**src/rtl/ctr_pkg.sv**
```systemverilog
package ctr_pkg;

    localparam int CTR_DIGITS = 4;

    typedef logic [3:0] bcd_t;

    typedef enum logic [2:0] {
        OP_IDLE,
        OP_CLEAR,
        OP_SHIFT,
        OP_PRESET,
        OP_STEP,
        OP_SATURATE
    } ctr_op_t;

    typedef struct packed {
        logic sign;
        logic half;
        logic over;
        logic under;
    } ctr_flags_t;

    function automatic bcd_t bcd_succ(input bcd_t d);
        return (d == 4'd9) ? 4'd0 : d + 4'd1;
    endfunction

    function automatic bcd_t bcd_pred(input bcd_t d);
        return (d == 4'd0) ? 4'd9 : d - 4'd1;
    endfunction

endpackage

```
**src/rtl/bcd_digit_cell.sv**
```systemverilog
module bcd_digit_cell
    import ctr_pkg::*;
(
    input  logic clk,
    input  logic rst,
    input  logic clr,
    input  logic preset,
    input  logic shift_en,
    input  bcd_t shift_in,
    input  logic step_in,
    input  logic inc,
    output bcd_t d_q,
    output logic step_out
);

    // A carry (counting up) or borrow (counting down) passes on at the digit's limit.
    always_comb begin
        step_out = step_in & (inc ? (d_q == 4'd9) : (d_q == 4'd0));
    end

    always_ff @(posedge clk) begin
        if (rst || clr) begin
            d_q <= 4'd0;
        end else if (preset) begin
            d_q <= 4'd1;
        end else if (shift_en) begin
            d_q <= shift_in;
        end else if (step_in) begin
            d_q <= inc ? bcd_succ(d_q) : bcd_pred(d_q);
        end
    end

endmodule

```
**src/rtl/sgn_mag_core.sv**
```systemverilog
module sgn_mag_core
    import ctr_pkg::*;
#(
    parameter int NDIG = CTR_DIGITS
) (
    input  logic              clk,
    input  logic              rst,
    input  logic              clr,
    input  logic              cnt_up,
    input  logic              cnt_dn,
    input  logic              x10,
    output logic [4*NDIG-1:0] digits,
    output ctr_flags_t        flags
);

    localparam int TOP = NDIG - 1;

    bcd_t       dig   [NDIG];
    logic [NDIG:0] chain;
    logic [NDIG-1:0] is_zero;
    logic [NDIG-1:0] is_nine;

    logic    half_q, sign_q, over_q;
    logic    mag_zero, mag_full, away;
    ctr_op_t op;

    // Operation decode, in priority order: clear, multiply, step.
    always_comb begin
        away = (cnt_dn == sign_q);
        op   = OP_IDLE;
        if (clr) begin
            op = OP_CLEAR;
        end else if (over_q) begin
            op = OP_IDLE;
        end else if (x10) begin
            op = (half_q || (dig[TOP] > 4'd1)) ? OP_SATURATE : OP_SHIFT;
        end else if (cnt_up ^ cnt_dn) begin
            if (mag_zero)
                op = OP_PRESET;
            else if (away && mag_full)
                op = OP_SATURATE;
            else
                op = OP_STEP;
        end
    end

    assign chain[0] = (op == OP_STEP);

    genvar gi;
    generate
        for (gi = 0; gi < NDIG; gi++) begin : g_dig
            bcd_t sh_in;
            if (gi == 0) begin : g_lsd
                assign sh_in = 4'd0;
            end else begin : g_up
                assign sh_in = dig[gi-1];
            end

            bcd_digit_cell u_cell (
                .clk      (clk),
                .rst      (rst),
                .clr      (op == OP_CLEAR),
                .preset   ((gi == 0) && (op == OP_PRESET)),
                .shift_en (op == OP_SHIFT),
                .shift_in (sh_in),
                .step_in  (chain[gi]),
                .inc      (away),
                .d_q      (dig[gi]),
                .step_out (chain[gi+1])
            );

            assign is_zero[gi]        = (dig[gi] == 4'd0);
            assign is_nine[gi]        = (dig[gi] == 4'd9);
            assign digits[4*gi +: 4]  = dig[gi];
        end
    endgenerate

    assign mag_zero = (&is_zero) & ~half_q;
    assign mag_full = (&is_nine) & half_q;

    always_ff @(posedge clk) begin
        if (rst) begin
            half_q <= 1'b0;
            sign_q <= 1'b0;
            over_q <= 1'b0;
        end else begin
            unique case (op)
                OP_CLEAR: begin
                    half_q <= 1'b0;
                    sign_q <= 1'b0;
                    over_q <= 1'b0;
                end
                OP_SHIFT:    half_q <= dig[TOP][0];
                OP_PRESET:   sign_q <= cnt_dn;
                OP_STEP:     if (chain[NDIG]) half_q <= ~half_q;
                OP_SATURATE: over_q <= 1'b1;
                default: ;
            endcase
        end
    end

    always_comb begin
        flags.sign  = sign_q;
        flags.half  = half_q;
        flags.over  = over_q;
        flags.under = ~over_q & ~half_q & (dig[TOP] == 4'd0);
    end

endmodule

```
**src/rtl/disp_capture.sv**
```systemverilog
module disp_capture
    import ctr_pkg::*;
#(
    parameter int NDIG = CTR_DIGITS
) (
    input  logic              clk,
    input  logic              rst,
    input  logic              latch_n,
    input  logic [4*NDIG-1:0] live_digits,
    input  ctr_flags_t        live_flags,
    output logic [4*NDIG-1:0] held_digits,
    output ctr_flags_t        held_flags
);

    logic strobe_prev;
    logic capture;

    assign capture = strobe_prev & ~latch_n;

    always_ff @(posedge clk) begin
        if (rst) begin
            strobe_prev <= 1'b0;
            held_digits <= '0;
            held_flags  <= '0;
        end else begin
            strobe_prev <= latch_n;
            if (capture) begin
                held_digits <= live_digits;
                held_flags  <= live_flags;
            end
        end
    end

endmodule

```
**src/rtl/signed_bcd_counter.sv**
```systemverilog
module signed_bcd_counter
    import ctr_pkg::*;
#(
    parameter int NDIG = CTR_DIGITS
) (
    input  logic              clk,
    input  logic              rst,
    input  logic              clr,
    input  logic              cnt_up,
    input  logic              cnt_dn,
    input  logic              x10,
    input  logic              latch_n,
    input  logic              show_live,
    output logic [4*NDIG-1:0] live_digits,
    output logic              live_half,
    output logic              live_sign,
    output logic              live_over,
    output logic              live_under,
    output logic [4*NDIG-1:0] disp_digits,
    output logic              disp_half,
    output logic              disp_sign,
    output logic              disp_over,
    output logic              disp_under
);

    ctr_flags_t        cur_f;
    ctr_flags_t        hold_f;
    logic [4*NDIG-1:0] hold_d;

    sgn_mag_core #(.NDIG(NDIG)) u_core (
        .clk    (clk),
        .rst    (rst),
        .clr    (clr),
        .cnt_up (cnt_up),
        .cnt_dn (cnt_dn),
        .x10    (x10),
        .digits (live_digits),
        .flags  (cur_f)
    );

    disp_capture #(.NDIG(NDIG)) u_cap (
        .clk         (clk),
        .rst         (rst),
        .latch_n     (latch_n),
        .live_digits (live_digits),
        .live_flags  (cur_f),
        .held_digits (hold_d),
        .held_flags  (hold_f)
    );

    assign live_half  = cur_f.half;
    assign live_sign  = cur_f.sign;
    assign live_over  = cur_f.over;
    assign live_under = cur_f.under;

    assign disp_digits = show_live ? live_digits : hold_d;
    assign disp_half   = show_live ? cur_f.half  : hold_f.half;
    assign disp_sign   = show_live ? cur_f.sign  : hold_f.sign;
    assign disp_over   = hold_f.over;
    assign disp_under  = hold_f.under;

endmodule

```
**config.mk**
```make
export PLATFORM = sky130hd
export DESIGN_NAME = signed_bcd_counter
export DESIGN_NICKNAME = d
export VERILOG_FILES = /design/src/rtl/ctr_pkg.sv /design/src/rtl/bcd_digit_cell.sv /design/src/rtl/sgn_mag_core.sv /design/src/rtl/disp_capture.sv /design/src/rtl/signed_bcd_counter.sv
export SDC_FILE = /design/constraint.sdc
export NUM_CORES = 1
export LEC_CHECK = 0
export BUFFER_PORTS_ARGS = -buffer_cell sky130_fd_sc_hd__buf_4
export CAP_MARGIN = 25
export CORE_ASPECT_RATIO = 1.25
export CORE_MARGIN = 3
export CORE_UTILIZATION = 30
export CTS_BUF_LIST = sky130_fd_sc_hd__clkbuf_2
export CTS_CLUSTER_SIZE = 30
export DETAILED_ROUTE_END_ITERATION = 12
export GPL_TIMING_DRIVEN = 0
export MAX_ROUTING_LAYER = met4
export PLACE_DENSITY = 0.53
export SYNTH_ARGS = -nofsm -noshare
export SYNTH_HDL_FRONTEND = slang
export SYNTH_SLANG_ARGS = --single-unit
```
**constraint.sdc**
```tcl
create_clock -name clk -period 2.21 [get_ports clk]
set_input_delay 0.1105 -clock clk [delete_from_list [all_inputs] [get_ports clk]]
set_output_delay 0.1105 -clock clk [all_outputs]
set_load 0.05 [all_outputs]
```
==> flow_results.xml, run 1 <==
<?xml version="1.0" encoding="UTF-8"?>
<metrics>
  <group name="die">
    <metric name="chipWidth" unit="um">89.7</metric>
    <metric name="floorplan.io_pins" unit="">48</metric>
    <metric name="initial_core_util" unit="">0.313</metric>
    <metric name="placeableCoreArea" unit="sq mm">0.00838</metric>
    <metric name="fp.dieArea" unit="sq mm">0.00992</metric>
    <metric name="rows" unit="">37</metric>
    <metric name="chipHeight" unit="um">111</metric>
  </group>
  <group name="grt">
    <metric name="grt_pass1_vias" unit="">2454</metric>
    <metric name="grt_first_pass_wirelength" unit="um">12700</metric>
    <metric name="globalRouteOverflowTotal" unit="">0</metric>
    <metric name="grt_use_total" unit="">0.166</metric>
    <metric name="initial_antenna_violation_count" unit="">0</metric>
    <metric name="largest_net_degree_at_the_start_of_global_routing" unit="">13</metric>
  </group>
  <group name="synth">
    <metric name="synth_top_area_frac" unit="">0.305</metric>
    <metric name="mappedNetlistArea" unit="sq mm">0.00263</metric>
    <metric name="synth_fp_nets" unit="">346</metric>
    <metric name="ys_types" unit="">50</metric>
    <metric name="synth-seq-cells" unit="">40</metric>
    <metric name="syn_inst" unit="">338</metric>
    <metric name="synthDominantAreaCellType" unit="">dfxtp_1</metric>
    <metric name="post_synth_main_area_contributors" unit="">dfxtp_1 (31%), mux2_2 (9.0%), nand2_1 (7.0%)</metric>
    <metric name="synth_common_cells" unit="">nand2_1 (49), dfxtp_1 (40), a21oi_1 (35)</metric>
    <metric name="synthMostInstantiatedCell" unit="">nand2_1</metric>
    <metric name="synthesis.yosys.warnings" unit="">0</metric>
    <metric name="number_of_synthesized_flops_with_an_enable_pin" unit="">0</metric>
    <metric name="synthesis.area_per_instance" unit="sq um">7.77</metric>
    <metric name="synth_seq_area_share" unit="">0.305</metric>
    <metric name="synth-async-reset-ratio" unit="">0</metric>
    <metric name="ys_flop_type" unit="">dfxtp_1</metric>
  </group>
  <group name="cells_and_area">
    <metric name="fin_area" unit="sq mm">0.00329</metric>
    <metric name="layout-drive-gt1-share" unit="">0.281</metric>
    <metric name="num-nets-final" unit="">399</metric>
    <metric name="fill_cells" unit="">891</metric>
    <metric name="diode_insertion_count_for_antenna_repair" unit="">0</metric>
    <metric name="post_layout_nonfiller_instances" unit="">509</metric>
    <metric name="final_core_utilization" unit="">0.392</metric>
    <metric name="area_growth" unit="%">25.3</metric>
    <metric name="seq_area" unit="sq um">803</metric>
    <metric name="area_of_combinational_cells_with_multiple_inputs" unit="sq mm">0.00178</metric>
  </group>
  <group name="route">
    <metric name="met3_wirelength" unit="um">352</metric>
    <metric name="drc_errors" unit="">0</metric>
    <metric name="routed_vias" unit="">2627</metric>
    <metric name="topRoutingLayerUsed" unit="">met4</metric>
    <metric name="routed_wl" unit="um">7910</metric>
    <metric name="detail_route.iter0.violations" unit="">182</metric>
    <metric name="wl_met1" unit="um">3530</metric>
    <metric name="route.detailed.wl_per_inst" unit="um">15.5</metric>
    <metric name="ant_nets" unit="">0</metric>
    <metric name="route.met2.wl" unit="um">3920</metric>
    <metric name="drtPass1Iterations" unit="">4</metric>
    <metric name="routed_vias_inst" unit="">5.16</metric>
  </group>
  <group name="clock_tree">
    <metric name="clkTransAtPathRegs" unit="ps">240</metric>
    <metric name="cts_tree" unit="">done</metric>
    <metric name="post_cts.repair.setup_buffers" unit="">0</metric>
    <metric name="cts_root_buf" unit="">clkbuf_2</metric>
    <metric name="cts.sinks" unit="">40</metric>
    <metric name="htreeDepth" unit="">2</metric>
    <metric name="clk-insertion-delay-late" unit="ps">420</metric>
    <metric name="cts_buffer_depth" unit="">2</metric>
    <metric name="cts-buffers-inserted" unit="">5</metric>
  </group>
  <group name="place">
    <metric name="pre_cts_ws" unit="ps">-173</metric>
    <metric name="numPlacedInstances" unit="">500</metric>
    <metric name="input_output_buffers" unit="">45</metric>
    <metric name="place_area" unit="sq mm">0.00311</metric>
    <metric name="dp_hpwl" unit="um">5830</metric>
    <metric name="place_congestion" unit="">0.839</metric>
  </group>
  <group name="sta">
    <metric name="period_needed" unit="ps">2120</metric>
    <metric name="finalSetupViolCount" unit="">0</metric>
    <metric name="final.hold.worst_slack" unit="ps">18.9</metric>
    <metric name="slew_headroom" unit="">0.535</metric>
    <metric name="clock_skew" unit="ps">27.7</metric>
    <metric name="setup-tns-final" unit="ps">0</metric>
    <metric name="worst_slew_pin_slew" unit="ps">695</metric>
    <metric name="slew_violations" unit="">0</metric>
    <metric name="fmax" unit="MHz">472</metric>
    <metric name="setup_ws" unit="ps">89.6</metric>
    <metric name="final_min_period_over_clock_period" unit="">0.959</metric>
    <metric name="hold_viol_final" unit="">0</metric>
  </group>
  <group name="worst_hold_path">
    <metric name="timing.hold.worst.class" unit="">in -&gt; reg</metric>
  </group>
  <group name="setup_path">
    <metric name="criticalPathCategory" unit="">reg -&gt; reg</metric>
    <metric name="timing.critical_path.slowest_cell_delay" unit="ps">380</metric>
    <metric name="timing.critical_path.arrival" unit="ps">2450</metric>
    <metric name="critical_path.endpoint_type" unit="">register</metric>
    <metric name="critPathMaxFanout" unit="">10</metric>
    <metric name="critPathRequiredTime" unit="ps">2540</metric>
    <metric name="cp-start-kind" unit="">register</metric>
    <metric name="crit_path_cell_trace" unit="">buf_2 &gt; nor4_2 &gt; mux2_1 &gt; nand4_1 &gt; nand3b_4 &gt; o21ai_1 &gt; mux2_2</metric>
    <metric name="cpMaxStageDelayCell" unit="">dfxtp_1</metric>
  </group>
  <group name="power">
    <metric name="power.density" unit="mW/mm^2">477</metric>
    <metric name="power.ir.vdd_worst" unit="V">0.000289</metric>
    <metric name="p_leak" unit="nW">1.27</metric>
    <metric name="power.total" unit="mW">1.57</metric>
  </group>
  <group name="run">
    <metric name="maxCapViolations" unit="">0</metric>
  </group>
  <group name="outcome">
    <metric name="run_status" unit="">finished clean</metric>
  </group>
</metrics>
## placed cells by master (no fill, tap or decap), types with 3 or more instances in the layout
| master | synthesis | layout |
|---|---|---|
| a211oi_1 | 7 | 7 |
| a21oi_1 | 35 | 35 |
| a311oi_1 | 4 | 4 |
| a31oi_1 | 5 | 5 |
| and3_1 | 4 | 4 |
| and4_1 | 4 | 4 |
| buf_2 | 3 | 3 |
| buf_4 | 0 | 45 |
| clkbuf_1 | 28 | 20 |
| clkbuf_2 | 0 | 15 |
| dfxtp_1 | 40 | 38 |
| inv_1 | 3 | 3 |
| mux2_2 | 21 | 21 |
| mux2i_1 | 9 | 9 |
| nand2_1 | 49 | 48 |
| nand2b_1 | 5 | 5 |
| nand3_1 | 11 | 11 |
| nor2_1 | 26 | 25 |
| nor2b_1 | 6 | 5 |
| nor3_1 | 9 | 9 |
| nor4_1 | 7 | 3 |
| nor4_2 | 0 | 3 |
| o211ai_1 | 4 | 4 |
| o21ai_0 | 10 | 10 |
| or2_2 | 3 | 3 |
| or3_1 | 3 | 3 |
| xnor2_1 | 5 | 5 |
| xor2_1 | 4 | 4 |
## critical path, delay by kind of cell (launching register included)
family	cells	cell delay, ps
buf+inv	1	200
flops	1	380
mux	2	550
simple gates	3	720
compound gates	1	180
## timing repair
action                                  4_1_cts  5_1_grt
hold buffers                                  1        0
pin swaps                                     0        1
hold endpoints to repair                      1        0
endpoints found under the setup margin       18       17
gates resized for setup                       6       29
## flip-flops by register name, summed over array words and instances (netlist names)
name and cells:
u_cap.held_digits 16, u_core.sign_q 1, u_core.over_q 1, u_core.g_dig.u_cell.d_q 16, u_core.half_q 1, u_cap.strobe_prev 1, u_cap.held_flags 4
## path summary, 6_finish.rpt
path	from	to	slack (ps)	depth (start not counted)
hold reg to reg	u_cap.held_digits[1]$_SDFFE_PP0P_	u_cap.held_digits[1]$_SDFFE_PP0P_	460	2
hold / removal	cnt_dn	u_core.sign_q$_SDFFE_PP0P_	20	3
setup / recovery	u_core.g_dig[1].u_cell.d_q[3]$_SDFFE_PP0P_	u_core.half_q$_SDFFE_PP0P_	90	7
setup reg to reg	u_core.g_dig[1].u_cell.d_q[3]$_SDFFE_PP0P_	u_core.half_q$_SDFFE_PP0P_	90	7
## area by class of cell
type                            instances  area share
Buffer                                 33      0.0422
Clock buffer                            6     0.00913
Clock inverter                          2      0.0107
Inverter                                3     0.00342
Multi-Input combinational cell        262       0.540
Sequential cell                        40       0.244
Tap cell                              117      0.0445
Timing Repair Buffer                   46       0.106
## cell families after synthesis
logic type                after synthesis  share of synthesized area
buffers and inverters                  36                     0.0529
muxes                                  32                      0.133
and+or+nand+nor                       143                      0.286
DFF                                    40                      0.305
xor gates and xnor gates               10                     0.0362
AOI/OAI and AO/OA                      77                      0.187
## per-layer routing
layer | up-vias | global-route usage
met5 | - | -
met4 | 0 | 0.0457
met3 | 6 | 0.0246
met2 | 63 | 0.266
met1 | 1245 | 0.214
li1 | 1313 | -
## power breakdown
group / switching, mW / total (mW) / internal (mW)
registers: 0.0170 / 0.752 / 0.735
clock network: 0.266 / 0.461 / 0.195
logic: 0.234 / 0.357 / 0.122
total: 0.518 / 1.57 / 1.05
Power figures use the tool's default switching activity.
==> inputs of run 2 (changes only) <==
- CTS_CLUSTER_DIAMETER: default -> 150
- MAX_ROUTING_LAYER: met4 -> default
==> flow_results.xml, run 2 (synthesis gave the netlist of run 1 again) <==
<?xml version="1.0" encoding="UTF-8"?>
<metrics>
  <group name="outcome">
    <metric name="run_status" unit="">finished clean</metric>
  </group>
  <group name="cells_and_area">
    <metric name="fill_cells" unit="">891</metric>
    <metric name="mostFrequentLayoutCell" unit="">nand2_1</metric>
    <metric name="fin_area" unit="sq mm">0.00329</metric>
    <metric name="commonest_cells_after_routing_fill_and_taps_aside" unit="">nand2_1 (48), buf_4 (45), dfxtp_1 (38)</metric>
    <metric name="area_growth" unit="%">25.3</metric>
    <metric name="final_core_utilization" unit="">0.392</metric>
    <metric name="reg_top3" unit="">u_cap.held_digits: 16 flops, u_core.g_dig.u_cell.d_q: 16 flops, u_cap.held_flags: 4 flops</metric>
    <metric name="num-nets-final" unit="">399</metric>
    <metric name="post_layout_nonfiller_instances" unit="">509</metric>
    <metric name="diode_insertion_count_for_antenna_repair" unit="">0</metric>
    <metric name="layout-drive-gt1-share" unit="">0.281</metric>
  </group>
  <group name="setup_path">
    <metric name="timing.critical_path.slowest_cell_delay" unit="ps">380</metric>
    <metric name="critical_path.endpoint_type" unit="">register</metric>
    <metric name="criticalPathCategory" unit="">reg -&gt; reg</metric>
    <metric name="largest_delay_contributor_family_on_the_critical_path" unit="">simple AND/OR/NAND/NOR gates</metric>
    <metric name="cp-start-kind" unit="">register</metric>
    <metric name="cpMaxStageDelayCell" unit="">dfxtp_1</metric>
    <metric name="critPathMaxFanout" unit="">10</metric>
    <metric name="timing.critical_path.arrival" unit="ps">2460</metric>
    <metric name="crit_buf_inv" unit="">1</metric>
    <metric name="crit_path_cell_trace" unit="">buf_2 &gt; nor4_2 &gt; mux2_1 &gt; nand4_1 &gt; nand3b_4 &gt; o21ai_1 &gt; mux2_2</metric>
    <metric name="critPathRequiredTime" unit="ps">2550</metric>
  </group>
  <group name="die">
    <metric name="initial_core_util" unit="">0.313</metric>
    <metric name="placeableCoreArea" unit="sq mm">0.00838</metric>
    <metric name="chipHeight" unit="um">111</metric>
    <metric name="floorplan.io_pins" unit="">48</metric>
    <metric name="fp.dieArea" unit="sq mm">0.00992</metric>
    <metric name="rows" unit="">37</metric>
    <metric name="chipWidth" unit="um">89.7</metric>
  </group>
  <group name="route">
    <metric name="routed_vias_inst" unit="">5.15</metric>
    <metric name="drc_errors" unit="">0</metric>
    <metric name="drtPass1Iterations" unit="">4</metric>
    <metric name="ant_nets" unit="">0</metric>
    <metric name="routed_wl" unit="um">7910</metric>
    <metric name="routed_vias" unit="">2622</metric>
    <metric name="route.detailed.wl_per_inst" unit="um">15.5</metric>
    <metric name="detail_route.iter0.violations" unit="">196</metric>
  </group>
  <group name="sta">
    <metric name="clock_skew" unit="ps">27.8</metric>
    <metric name="slew_violations" unit="">0</metric>
    <metric name="setup-tns-final" unit="ps">0</metric>
    <metric name="worst_slew_pin_slew" unit="ps">701</metric>
    <metric name="hold_viol_final" unit="">0</metric>
    <metric name="slew_headroom" unit="">0.531</metric>
    <metric name="final.hold.worst_slack" unit="ps">17.6</metric>
    <metric name="period_needed" unit="ps">2120</metric>
    <metric name="fmax" unit="MHz">471</metric>
    <metric name="setup_ws" unit="ps">89.1</metric>
    <metric name="final_min_period_over_clock_period" unit="">0.960</metric>
    <metric name="finalSetupViolCount" unit="">0</metric>
  </group>
  <group name="clock_tree">
    <metric name="clk-insertion-delay-late" unit="ps">420</metric>
    <metric name="post_cts.repair.setup_buffers" unit="">0</metric>
    <metric name="cts_tree" unit="">done</metric>
    <metric name="cts_buffer_depth" unit="">2</metric>
    <metric name="htreeDepth" unit="">2</metric>
    <metric name="cts.sinks" unit="">40</metric>
    <metric name="clkTransAtPathRegs" unit="ps">240</metric>
    <metric name="cts-buffers-inserted" unit="">5</metric>
    <metric name="cts_root_buf" unit="">clkbuf_2</metric>
  </group>
  <group name="grt">
    <metric name="grt_use_total" unit="">0.161</metric>
    <metric name="globalRouteOverflowTotal" unit="">0</metric>
    <metric name="initial_antenna_violation_count" unit="">0</metric>
    <metric name="largest_net_degree_at_the_start_of_global_routing" unit="">13</metric>
    <metric name="grt_first_pass_wirelength" unit="um">12700</metric>
    <metric name="grt_pass1_vias" unit="">2455</metric>
  </group>
  <group name="power">
    <metric name="power.total" unit="mW">1.57</metric>
    <metric name="power.density" unit="mW/mm^2">477</metric>
    <metric name="power.ir.vdd_worst" unit="V">0.000289</metric>
    <metric name="p_leak" unit="nW">1.27</metric>
  </group>
  <group name="place">
    <metric name="place_congestion" unit="">0.826</metric>
    <metric name="input_output_buffers" unit="">45</metric>
    <metric name="numPlacedInstances" unit="">500</metric>
    <metric name="pre_cts_ws" unit="ps">-173</metric>
    <metric name="place_area" unit="sq mm">0.00311</metric>
    <metric name="dp_hpwl" unit="um">5830</metric>
  </group>
  <group name="run">
    <metric name="maxCapViolations" unit="">0</metric>
  </group>
  <group name="worst_hold_path">
    <metric name="timing.hold.worst.class" unit="">in -&gt; reg</metric>
  </group>
</metrics>
[run 2: cell counts in the layout (fill, tap and decap cells not counted)]
No cell type changed its count.
[run 2: repair_timing]
action,4_1_cts,5_1_grt
pin swaps,0,1
gates cloned,0,0
endpoints found under the setup margin,18,17
hold buffers,1,0
hold endpoints to repair,1,0
resized for setup,6,29
[run 2: worst register-to-register path, cell delays in order, from the launching register on]
cell	delay (ps)
dfxtp_1	380
buf_2	200
nor4_2	370
mux2_1	210
nand4_1	110
nand3b_4	240
o21ai_1	180
mux2_2	340
[run 2: layout make-up]
class                   instances  area [sq um]  area share
multi-input cells             262          1780       0.540
inverters                       3          11.3     0.00342
clock inverters                 2          35.0      0.0107
clock buffers                   6          30.0     0.00913
plain buffers                  33           139      0.0422
well taps                     117           146      0.0445
flip-flops and latches         40           803       0.244
repair buffers                 46           348       0.106
[run 2: path summary, 6_finish.rpt]
path,startpoint,to,slack [ps],cells after the start
setup / recovery,u_core.g_dig[1].u_cell.d_q[3]$_SDFFE_PP0P_,u_core.half_q$_SDFFE_PP0P_,90,7
hold / removal,cnt_dn,u_core.sign_q$_SDFFE_PP0P_,20,3
setup reg to reg,u_core.g_dig[1].u_cell.d_q[3]$_SDFFE_PP0P_,u_core.half_q$_SDFFE_PP0P_,90,7
hold reg to reg,u_cap.held_digits[1]$_SDFFE_PP0P_,u_cap.held_digits[1]$_SDFFE_PP0P_,460,2
[run 2: per-layer routing]
metal	track usage	wire [um]	vias to the layer above
met5	0	0	-
met4	0.0457	104	0
met3	0.0261	368	6
met2	0.266	3920	60
met1	0.212	3520	1244
li1	-	-	1312
[run 2: power by group]
part / total (mW) / switching (mW) / leakage, nW / internal [mW]
registers: 0.752 / 0.0170 / 0.324 / 0.735
clock network: 0.461 / 0.267 / 0.0430 / 0.195
logic: 0.357 / 0.234 / 0.903 / 0.122
